--- src/rtl/imul_pkg.sv ---
package imul_pkg;

    typedef enum logic [3:0] {
        OP_MUL_LO_D   = 4'd0,
        OP_MUL_HI_D   = 4'd1,
        OP_MUL_HI_DU  = 4'd2,
        OP_MUL_LO_W   = 4'd3,
        OP_MUL_HI_W   = 4'd4,
        OP_MUL_HI_WU  = 4'd5,
        OP_MUL_IMM    = 4'd6,
        OP_MADD_HI    = 4'd7,
        OP_MADD_HI_U  = 4'd8,
        OP_MADD_LO    = 4'd9,
        OP_RSV_A      = 4'd10,
        OP_RSV_B      = 4'd11,
        OP_RSV_C      = 4'd12,
        OP_RSV_D      = 4'd13,
        OP_RSV_E      = 4'd14,
        OP_RSV_F      = 4'd15
    } imul_op_e;

    // which part of the 128-bit sum becomes the result
    typedef enum logic [1:0] {
        SEL_LO   = 2'd0,
        SEL_HI   = 2'd1,
        SEL_HIW  = 2'd2
    } slice_e;

    // which overflow rule applies
    typedef enum logic [1:0] {
        OVK_NONE  = 2'd0,
        OVK_DWORD = 2'd1,
        OVK_WORD  = 2'd2
    } ovf_kind_e;

endpackage

--- src/rtl/imul_operand_prep.sv ---
module imul_operand_prep
    import imul_pkg::*;
#(
    parameter int XLEN = 64,
    parameter int IMMW = 16
) (
    input  imul_op_e             op,
    input  logic [XLEN-1:0]      a,
    input  logic [XLEN-1:0]      b,
    input  logic [XLEN-1:0]      c,
    input  logic [IMMW-1:0]      imm,
    output logic [XLEN-1:0]      mag_a,
    output logic [XLEN-1:0]      mag_b,
    output logic                 neg,
    output logic [2*XLEN-1:0]    addend,
    output slice_e               slice,
    output ovf_kind_e            ovfk
);
    localparam int HW = XLEN / 2;

    logic [XLEN-1:0] ext_a, ext_b;
    logic            is_signed;
    logic            neg_a, neg_b;

    always_comb begin
        ext_a     = a;
        ext_b     = b;
        is_signed = 1'b1;
        addend    = '0;
        slice     = SEL_LO;
        ovfk      = OVK_NONE;
        case (op)
            OP_MUL_HI_D: begin
                slice = SEL_HI;
            end
            OP_MUL_HI_DU: begin
                slice     = SEL_HI;
                is_signed = 1'b0;
            end
            OP_MUL_LO_W: begin
                ext_a = {{HW{a[HW-1]}}, a[HW-1:0]};
                ext_b = {{HW{b[HW-1]}}, b[HW-1:0]};
                ovfk  = OVK_WORD;
            end
            OP_MUL_HI_W: begin
                ext_a = {{HW{a[HW-1]}}, a[HW-1:0]};
                ext_b = {{HW{b[HW-1]}}, b[HW-1:0]};
                slice = SEL_HIW;
            end
            OP_MUL_HI_WU: begin
                ext_a     = {{HW{1'b0}}, a[HW-1:0]};
                ext_b     = {{HW{1'b0}}, b[HW-1:0]};
                is_signed = 1'b0;
                slice     = SEL_HIW;
            end
            OP_MUL_IMM: begin
                ext_b = {{(XLEN-IMMW){imm[IMMW-1]}}, imm};
            end
            OP_MADD_HI: begin
                addend = {{XLEN{c[XLEN-1]}}, c};
                slice  = SEL_HI;
            end
            OP_MADD_HI_U: begin
                addend    = {{XLEN{1'b0}}, c};
                is_signed = 1'b0;
                slice     = SEL_HI;
            end
            OP_MADD_LO: begin
                addend = {{XLEN{c[XLEN-1]}}, c};
            end
            default: begin
                ovfk = OVK_DWORD;
            end
        endcase
        neg_a = is_signed & ext_a[XLEN-1];
        neg_b = is_signed & ext_b[XLEN-1];
        mag_a = neg_a ? (~ext_a + 1'b1) : ext_a;
        mag_b = neg_b ? (~ext_b + 1'b1) : ext_b;
        neg   = neg_a ^ neg_b;
    end

endmodule

--- src/rtl/imul_iter_core.sv ---
module imul_iter_core #(
    parameter int XLEN = 64,
    parameter int STEP = 2
) (
    input  logic                clk,
    input  logic                rst_n,
    input  logic                load,
    input  logic [XLEN-1:0]     a,
    input  logic [XLEN-1:0]     b,
    output logic [2*XLEN-1:0]   acc,
    output logic                fin
);
    localparam int NSTEP = XLEN / STEP;
    localparam int CW    = $clog2(NSTEP) + 1;
    localparam int PW    = 2 * XLEN;

    typedef struct packed {
        logic            running;
        logic            fin;
        logic [CW-1:0]   cnt;
        logic [PW-1:0]   acc;
        logic [PW-1:0]   mcand;
        logic [XLEN-1:0] mplier;
    } core_st_t;

    core_st_t st_d, st_q;

    // one partial product per multiplier bit in the current digit
    logic [PW-1:0] part [STEP];
    logic [PW-1:0] digit_sum;

    for (genvar g = 0; g < STEP; g++) begin : g_part
        assign part[g] = st_q.mplier[g] ? (st_q.mcand << g) : '0;
    end

    always_comb begin
        digit_sum = '0;
        for (int i = 0; i < STEP; i++) begin
            digit_sum = digit_sum + part[i];
        end
    end

    always_comb begin
        st_d     = st_q;
        st_d.fin = 1'b0;
        if (load) begin
            st_d.running = 1'b1;
            st_d.cnt     = '0;
            st_d.acc     = '0;
            st_d.mcand   = {{XLEN{1'b0}}, a};
            st_d.mplier  = b;
        end else if (st_q.running) begin
            st_d.acc    = st_q.acc + digit_sum;
            st_d.mcand  = st_q.mcand << STEP;
            st_d.mplier = st_q.mplier >> STEP;
            st_d.cnt    = st_q.cnt + 1'b1;
            if (st_q.cnt == CW'(NSTEP - 1)) begin
                st_d.running = 1'b0;
                st_d.fin     = 1'b1;
            end
        end
    end

    always_ff @(posedge clk or negedge rst_n) begin
        if (!rst_n) begin
            st_q <= '0;
        end else begin
            st_q <= st_d;
        end
    end

    assign acc = st_q.acc;
    assign fin = st_q.fin;

endmodule

--- src/rtl/imul_result_fmt.sv ---
module imul_result_fmt
    import imul_pkg::*;
#(
    parameter int XLEN = 64
) (
    input  logic [2*XLEN-1:0]  mag_prod,
    input  logic               neg,
    input  logic [2*XLEN-1:0]  addend,
    input  slice_e             slice,
    input  ovf_kind_e          ovfk,
    output logic [XLEN-1:0]    res,
    output logic               ovf
);
    localparam int HW = XLEN / 2;
    localparam int PW = 2 * XLEN;

    logic [PW-1:0]   prod;
    logic [PW-1:0]   sum;
    logic [XLEN:0]   top_d;
    logic [HW:0]     top_w;

    always_comb begin
        prod  = neg ? (~mag_prod + 1'b1) : mag_prod;
        sum   = prod + addend;
        top_d = sum[PW-1:XLEN-1];
        top_w = sum[XLEN-1:HW-1];
        case (slice)
            SEL_HI:  res = sum[PW-1:XLEN];
            SEL_HIW: res = {sum[XLEN-1:HW], sum[XLEN-1:HW]};
            default: res = sum[XLEN-1:0];
        endcase
        case (ovfk)
            OVK_DWORD: ovf = (|top_d) & ~(&top_d);
            OVK_WORD:  ovf = (|top_w) & ~(&top_w);
            default:   ovf = 1'b0;
        endcase
    end

endmodule

--- src/rtl/imul_unit.sv ---
module imul_unit
    import imul_pkg::*;
#(
    parameter int XLEN = 64,
    parameter int IMMW = 16,
    parameter int STEP = 2
) (
    input  logic              clk,
    input  logic              rst_n,
    input  logic              start,
    input  logic [3:0]        op,
    input  logic [XLEN-1:0]   src_a,
    input  logic [XLEN-1:0]   src_b,
    input  logic [XLEN-1:0]   src_c,
    input  logic [IMMW-1:0]   imm,
    output logic              busy,
    output logic              done,
    output logic [XLEN-1:0]   result,
    output logic              ovf
);
    localparam int PW = 2 * XLEN;

    typedef struct packed {
        logic            busy;
        logic            done;
        imul_op_e        op;
        logic            neg;
        logic [PW-1:0]   addend;
        slice_e          slice;
        ovf_kind_e       ovfk;
        logic [XLEN-1:0] result;
        logic            ovf;
    } unit_st_t;

    unit_st_t st_d, st_q;

    logic [XLEN-1:0] p_mag_a, p_mag_b;
    logic            p_neg;
    logic [PW-1:0]   p_addend;
    slice_e          p_slice;
    ovf_kind_e       p_ovfk;
    logic            accept;
    logic [PW-1:0]   core_acc;
    logic            core_fin;
    logic [XLEN-1:0] f_res;
    logic            f_ovf;
    imul_op_e        op_lat;

    imul_operand_prep #(.XLEN(XLEN), .IMMW(IMMW)) u_prep (
        .op     (imul_op_e'(op)),
        .a      (src_a),
        .b      (src_b),
        .c      (src_c),
        .imm    (imm),
        .mag_a  (p_mag_a),
        .mag_b  (p_mag_b),
        .neg    (p_neg),
        .addend (p_addend),
        .slice  (p_slice),
        .ovfk   (p_ovfk)
    );

    imul_iter_core #(.XLEN(XLEN), .STEP(STEP)) u_core (
        .clk   (clk),
        .rst_n (rst_n),
        .load  (accept),
        .a     (p_mag_a),
        .b     (p_mag_b),
        .acc   (core_acc),
        .fin   (core_fin)
    );

    imul_result_fmt #(.XLEN(XLEN)) u_fmt (
        .mag_prod (core_acc),
        .neg      (st_q.neg),
        .addend   (st_q.addend),
        .slice    (st_q.slice),
        .ovfk     (st_q.ovfk),
        .res      (f_res),
        .ovf      (f_ovf)
    );

    assign accept = start & ~st_q.busy;

    always_comb begin
        st_d      = st_q;
        st_d.done = 1'b0;
        if (accept) begin
            st_d.busy   = 1'b1;
            st_d.op     = imul_op_e'(op);
            st_d.neg    = p_neg;
            st_d.addend = p_addend;
            st_d.slice  = p_slice;
            st_d.ovfk   = p_ovfk;
        end
        if (core_fin) begin
            st_d.busy   = 1'b0;
            st_d.done   = 1'b1;
            st_d.result = f_res;
            st_d.ovf    = f_ovf;
        end
    end

    always_ff @(posedge clk or negedge rst_n) begin
        if (!rst_n) begin
            st_q <= '{busy: 1'b0, done: 1'b0, op: OP_MUL_LO_D, neg: 1'b0,
                      addend: '0, slice: SEL_LO, ovfk: OVK_NONE,
                      result: '0, ovf: 1'b0};
        end else begin
            st_q <= st_d;
        end
    end

    assign busy   = st_q.busy;
    assign done   = st_q.done;
    assign result = st_q.result;
    assign ovf    = st_q.ovf;
    assign op_lat = st_q.op;

endmodule

--- config.mk ---
export PLATFORM = sky130hd
export DESIGN_NAME = imul_unit
export DESIGN_NICKNAME = d
export VERILOG_FILES = /design/src/rtl/imul_pkg.sv /design/src/rtl/imul_operand_prep.sv /design/src/rtl/imul_iter_core.sv /design/src/rtl/imul_result_fmt.sv /design/src/rtl/imul_unit.sv
export SDC_FILE = /design/constraint.sdc
export NUM_CORES = 2
export LEC_CHECK = 0
export BUFFER_PORTS_ARGS = -buffer_cell sky130_fd_sc_hd__buf_2
export CELL_PAD_IN_SITES_DETAIL_PLACEMENT = 1
export CELL_PAD_IN_SITES_GLOBAL_PLACEMENT = 1
export CORE_MARGIN = 2
export CORE_UTILIZATION = 48
export DETAILED_ROUTE_END_ITERATION = 8
export GPL_TIMING_DRIVEN = 0
export PLACE_DENSITY_LB_ADDON = 0.1
export SETUP_SLACK_MARGIN = 0.02
export SLEW_MARGIN = 20
export SYNTH_ARGS = -nofsm -noshare
export SYNTH_HDL_FRONTEND = slang
export SYNTH_SLANG_ARGS = --single-unit
export TNS_END_PERCENT = 30
--- constraint.sdc ---
create_clock -name clk -period 10.1 [get_ports clk]
set_input_delay 0.505 -clock clk [delete_from_list [all_inputs] [get_ports clk]]
set_output_delay 0.505 -clock clk [all_outputs]
set_load 0.03 [all_outputs]
Yosys cells after proc, flatten, opt, wreduce, memory -nomap -nowiden
Cells that the tools add are included.

cells by class
  multiplexer cells = 20
  bitwise operators = 12
  equal/unequal tests = 14
  reductions and logical operators = 12
  add/subtract/negate cells = 7

operators by type and width
  cell                     count
  $add 128x128->128        3
  $mux 128                 3
  $mux 328                 1
  $mux 326                 1
  $pmux 128 s2             1
  $pmux 64 s2              2
  $pmux 64 s3              1
  $add 128x1->128 const B  1
  $add 64x1->64 const B    2
  $mux 64                  2
  $not 128->128            1
  $not 64->64              2
  $reduce_and 65->1        1
  $reduce_or 65->1         1
  $reduce_and 33->1        1
  $reduce_or 33->1         1
  $eq 4x3->1 const B       4
  $eq 4x2->1 const B       2
  $eq 4x4->1 const B       2
  $pmux 2 s2               2
  $reduce_or 8->1          1
  $add 6x1->6 const B      1
  $eq 6x5->1 const B       1
  $reduce_or 2->1          3
  other kinds (12)         25

storage, ports and cells
  output and inout bits = 67
  logic and storage cells = 79
  input port bits = 215
  bits in registers = 528

Logic depth before layout (Yosys ltp)
  depth in word-level cells = 8
  mapped depth = 31
  gate-level depth less buffers = 29

Cells and area by module
A second synthesis with hierarchy kept.

second synthesis, totals
  cell total of the unflattened synthesis = 6941
  area total of the unflattened synthesis = 56067.5 um^2

modules (own cells, without submodules)
  module             cells each  instances  seq. area each (um^2)  area each (um^2)
  imul_iter_core     3065        1          8207.9                 27055.9
  imul_result_fmt    2428        1          0.0                    14985.6
  imul_unit          487         1          5004.8                 8136.6
  imul_operand_prep  961         1          0.0                    5889.4

Least setup slack after synthesis
OpenSTA, ideal clock, no wires.

  path kind = reg-to-reg
  start = reg u_core.st_q (netlist bit u_core.acc[12])
  end = reg st_q (netlist bit ovf)
  clock period less this slack = 7494 ps
  setup time = 134 ps
  setup slack = 2606 ps
  arrival time = 7360 ps
  data required time = 9966 ps
  stages on the path, launching flop included = 24
  buffers on the path = 0
  path through = dfrtp_1 or4_4 or4_4 or3_2 or3_1 or3_1 or3_1 or2_2 o31ai_1 xnor2_1 ha_1 nand4_1 or2_2 or3_1 a2111oi_0 o21ai_0 o21bai_1 xor2_1 or4b_1 nor4_1 nor4b_1 nand4_1 nor4_2 a211oi_1

on the way
  cells in the longest elaborated chain, start to end = 8
  elaborated cells between the ends (all ways) = 13
  those cells by class = add/sub: 2; mux: 2; bitwise: 5; reduce/logical: 4

ends and longest elaborated chain
  what                                                    line                                          RTL
  start: declaration                                      imul_iter_core.sv:26                          core_st_t st_d, st_q;
  start signal: assignment                                imul_iter_core.sv:68                          st_q <= st_d;
  $not 128->128                                           imul_result_fmt.sv:23                         prod = neg ? (~mag_prod + 1'b1) : mag_prod;
  $add 128x1->128                                         imul_result_fmt.sv:23
  $mux 128 (*)                                            imul_result_fmt.sv:23
  $add 128x128->128 (*)                                   imul_result_fmt.sv:24                         sum = prod + addend;
  $reduce_and 65->1 or $reduce_and 33->1 (tied branches)  imul_result_fmt.sv:33, imul_result_fmt.sv:34
  $not 1->1 (on tied branches)                            imul_result_fmt.sv:33, imul_result_fmt.sv:34
  $and 1x1->1 (on tied branches)                          imul_result_fmt.sv:33, imul_result_fmt.sv:34
  $pmux 1 s2 (*)                                          imul_result_fmt.sv:32                         case (ovfk)
  end signal: assignment                                  imul_unit.sv:106                              st_q <= '{busy: 1'b0, done: 1'b0, op: OP_MUL_LO_D, neg: 1'b0,
  end signal: assignment                                  imul_unit.sv:110                              st_q <= st_d;
  end: declaration                                        imul_unit.sv:35                               unit_st_t st_d, st_q;

Every way passes the cells marked *; elsewhere a longest branch is shown, timed or not.
A chain may end at the register's enable or synchronous reset.

Worst setup path after layout
Same ends and word-level chain as after synthesis.

==> out/metrics.cfg <==
[global_route]
grt_pass1_vias = 53020
grt_pass1_wl_um = 326000
gr-total-overflow = 0
grt_usage_pct = 39.2
antenna_found_initial = 9
grt_max_degree = 93

[clock_network]
cts.clk_slew.worst_paths_ns = 0.07
clockBufferDepth = 3
cts_max_level = 2
clockRootBuffer = clkbuf_16
clk_latency_ns = 0.70
cts_tree = built
numCtsBuffers = 57
clock-sinks = 465
ctsResizeCount = 0

[worst_setup_path]
startpoint_type = flop
crit_slowest_cell = mux2i_1
cp_common_cell = or3_1
required_ns = 10.60
worst-setup-path-type = reg2reg
end_kind = flop
r2r_end = ovf
cp_slowest_stage_delay_ns = 0.73
crit_fanout = 7
reg2regPathDepth = 25
cp.arrival_ns = 10.30
ff2ff_setup_slack_ns = 0.30
r2r_start = u_core.acc[12]

[drt]
ant_nets = 0
wl_per_cell_um = 25.8
drtIter0Drc = 4737
drc = 0
vias = 52735
drtPass1Iterations = 6
vias_per_cell = 6.32
routed_wl_um = 215000

[place]
dp_hpwl_um = 174000
place.gp.congestion = 1.06
dp_slack_ns = 0.703
post_dp_cell_area_um2 = 53500
port_buffers = 280

[timing]
maxSlewViolCount = 0
rsz0062_at_grt = false
whs_ns = 0.0202
clock_skew_ns = 0.0301
hold_viol = 0
finalCriticalPeriod_ns = 9.80
fin_crit_sh_pct = 97.0
setup_viol = 0
tightest_slew_ns = 1.25
worst_slack_ns = 0.302
fmax_mhz = 102
relSlewSlack_pct = 16.6

[logic_synthesis]
syn_area_per_cell_um2 = 7.64
syn_area_um2 = 50200
syn-num-nets = 7179
synthArstFlopShare_pct = 100
yosysWarnings = 0
ys_seq_area_share_pct = 23.2
ys.flop_type = dfrtp_1
ys_types = 96
ys_ff_latch = 465
netlist_instances = 6562
synth-edff-count = 0

[die]
die_area_um2 = 107000
die_w_um = 327
ios = 282
rows = 118
core_um2 = 104000
initial_utilization_pct = 48.4
die_h_um = 327

[layout]
seq_area_um2 = 11600
fillers = 13109
multi_input_area_um2 = 34800
area_delta_synth_final_pct = 11.1
final_area_um2 = 55700
finalNetCount = 7528
drive_above_1_share_pct = 8.11

[power]
p_per_area_nw_per_um2 = 419
ir_drop_mv = 0.252
leakage_nw = 26.2

[hold_path]
hp-class = in2reg
min_path_cells = 2
hp-start = src_c[6]
min_to = st_q[75]

[run]
max_cap_violations = 0

[run_status]
status = completed

## per-layer routing
metal | global-route usage (%) | vias to the layer above | wire, um
met3 | 5.81 | 452 | 14900
met1 | 53.7 | 26401 | 94200
met2 | 61.5 | 1992 | 95400
met4 | 17.4 | 6 | 10700
met5 | 0 | - | 45
li1 | - | 23884 | -
## area by class of cell
class / instances / area share [%]
antenna: 1 / 0.00449
buffer: 455 / 3.55
clock buffer: 66 / 2.71
clock inverter: 40 / 1.22
inverter: 469 / 3.16
multi-input combinational: 5173 / 62.5
sequential: 465 / 20.9
tap: 1380 / 3.10
timing repair buffer: 290 / 2.90
## sequential cells by signal, indices dropped and copies added (netlist names)
name,flops
busy,1
result,64
ovf,1
u_core.fin,1
u_core.st_q,199
done,1
u_core.acc,128
st_q,70
## worst max-delay path: cells and delay by family (launching register included)
kind,cells,cell delay [ns]
flip-flops,1,0.51
AND/OR/NAND/NOR,15,6.09
AO/OA/AOI/OAI,5,1.40
buffers and inverters,2,0.39
XOR/XNOR,1,0.19
multiplexers,1,0.73
adder cells (fa/ha/maj),1,0.31
## cells in the mapped netlist, drive strengths merged, types with 62 or more instances
cell    number  share of area (%)
nand2      749                5.6
nor2       604                4.6
a21oi      584                5.8
o21ai      469                4.7
inv        468                3.5
dfrtp      465                 23
clkbuf     350                2.6
xnor2      310                5.4
mux2i      301                6.0
ha         274                6.8
nand4      185                2.3
a21o       163                2.4
fa         128                5.1
xor2       127                2.2
nor3       114                1.1
nand3      113                1.1
buf        105                1.3
or3         71               0.92
a22o        68                1.2
o21a        67                1.0
nor4        65               0.82
o31ai       65               0.97
o21bai      62               0.93
## power by group
| group | total [mW] | switching [mW] | internal [mW] |
|---|---|---|---|
| clock | 2.45 | 0.961 | 1.49 |
| sequential | 3.73 | 1.03 | 2.70 |
| combinational | 17.2 | 11.8 | 5.34 |
## through the flow
stage / util, % / total power, mW / std cells / setup TNS, ns
3_3_place_gp: 51.4 / 19.5 / 8222 / -502.21
2_1_floorplan: - / 14.3 / 6562 / 0
5_1_grt: 53.8 / 24.7 / 8339 / 0
3_5_place_dp: 51.6 / 20.1 / 8230 / 0
4_1_cts: 53.8 / 22.7 / 8337 / 0
6_report: 53.8 / 23.4 / 8339 / 0
## cell families (layout without fill, tap and decap cells)
family,after synthesis,count (layout),synth area share [%]
AOI/OAI and AO/OA,1845,1845,23.1
other,0,1,0
muxes,317,317,6.37
xor gates and xnor gates,437,437,7.65
adders and majority gates,402,402,11.9
buffers and inverters,924,1320,7.45
and+or+nand+nor,2172,2172,20.3
DFF,465,465,23.2
## worst max path at each step
| stage | from | end | slack, ns |
|---|---|---|---|
| after global routing | u_core.acc[0] | ovf | 0.21 |
| after CTS | u_core.acc[12] | ovf | 0.67 |
| after detailed placement | u_core.acc[12] | ovf | 0.70 |
| after floorplan | u_core.acc[12] | ovf | 2.61 |
| final | u_core.acc[12] | ovf | 0.30 |
| after global placement | rst_n | u_core.st_q[39] | -1.25 |
## cell usage in the layout (no fill, tap or decap), drive strengths merged, types with 62 or more instances in the layout
master,Yosys,routed
a21oi,584,584
nand2,749,749
or3,71,71
nand4,185,185
nand3,113,113
a21o,163,163
o31ai,65,65
nor3,114,114
o21a,67,67
ha,274,274
nor2,604,604
nor4,65,65
xor2,127,127
buf,105,393
dfrtp,465,465
xnor2,310,310
mux2i,301,301
o21ai,469,469
clkbuf,350,416
fa,128,128
inv,468,473
o21bai,62,62
a22o,68,68
## repair_timing
| action | in CTS | in global routing |
|---|---|---|
| setup buffers | 0 | 0 |
| hold buffers | 1 | 0 |
| endpoints found under the hold margin | 53 | 0 |
No activity file was read; power rests on OpenSTA's default activity.
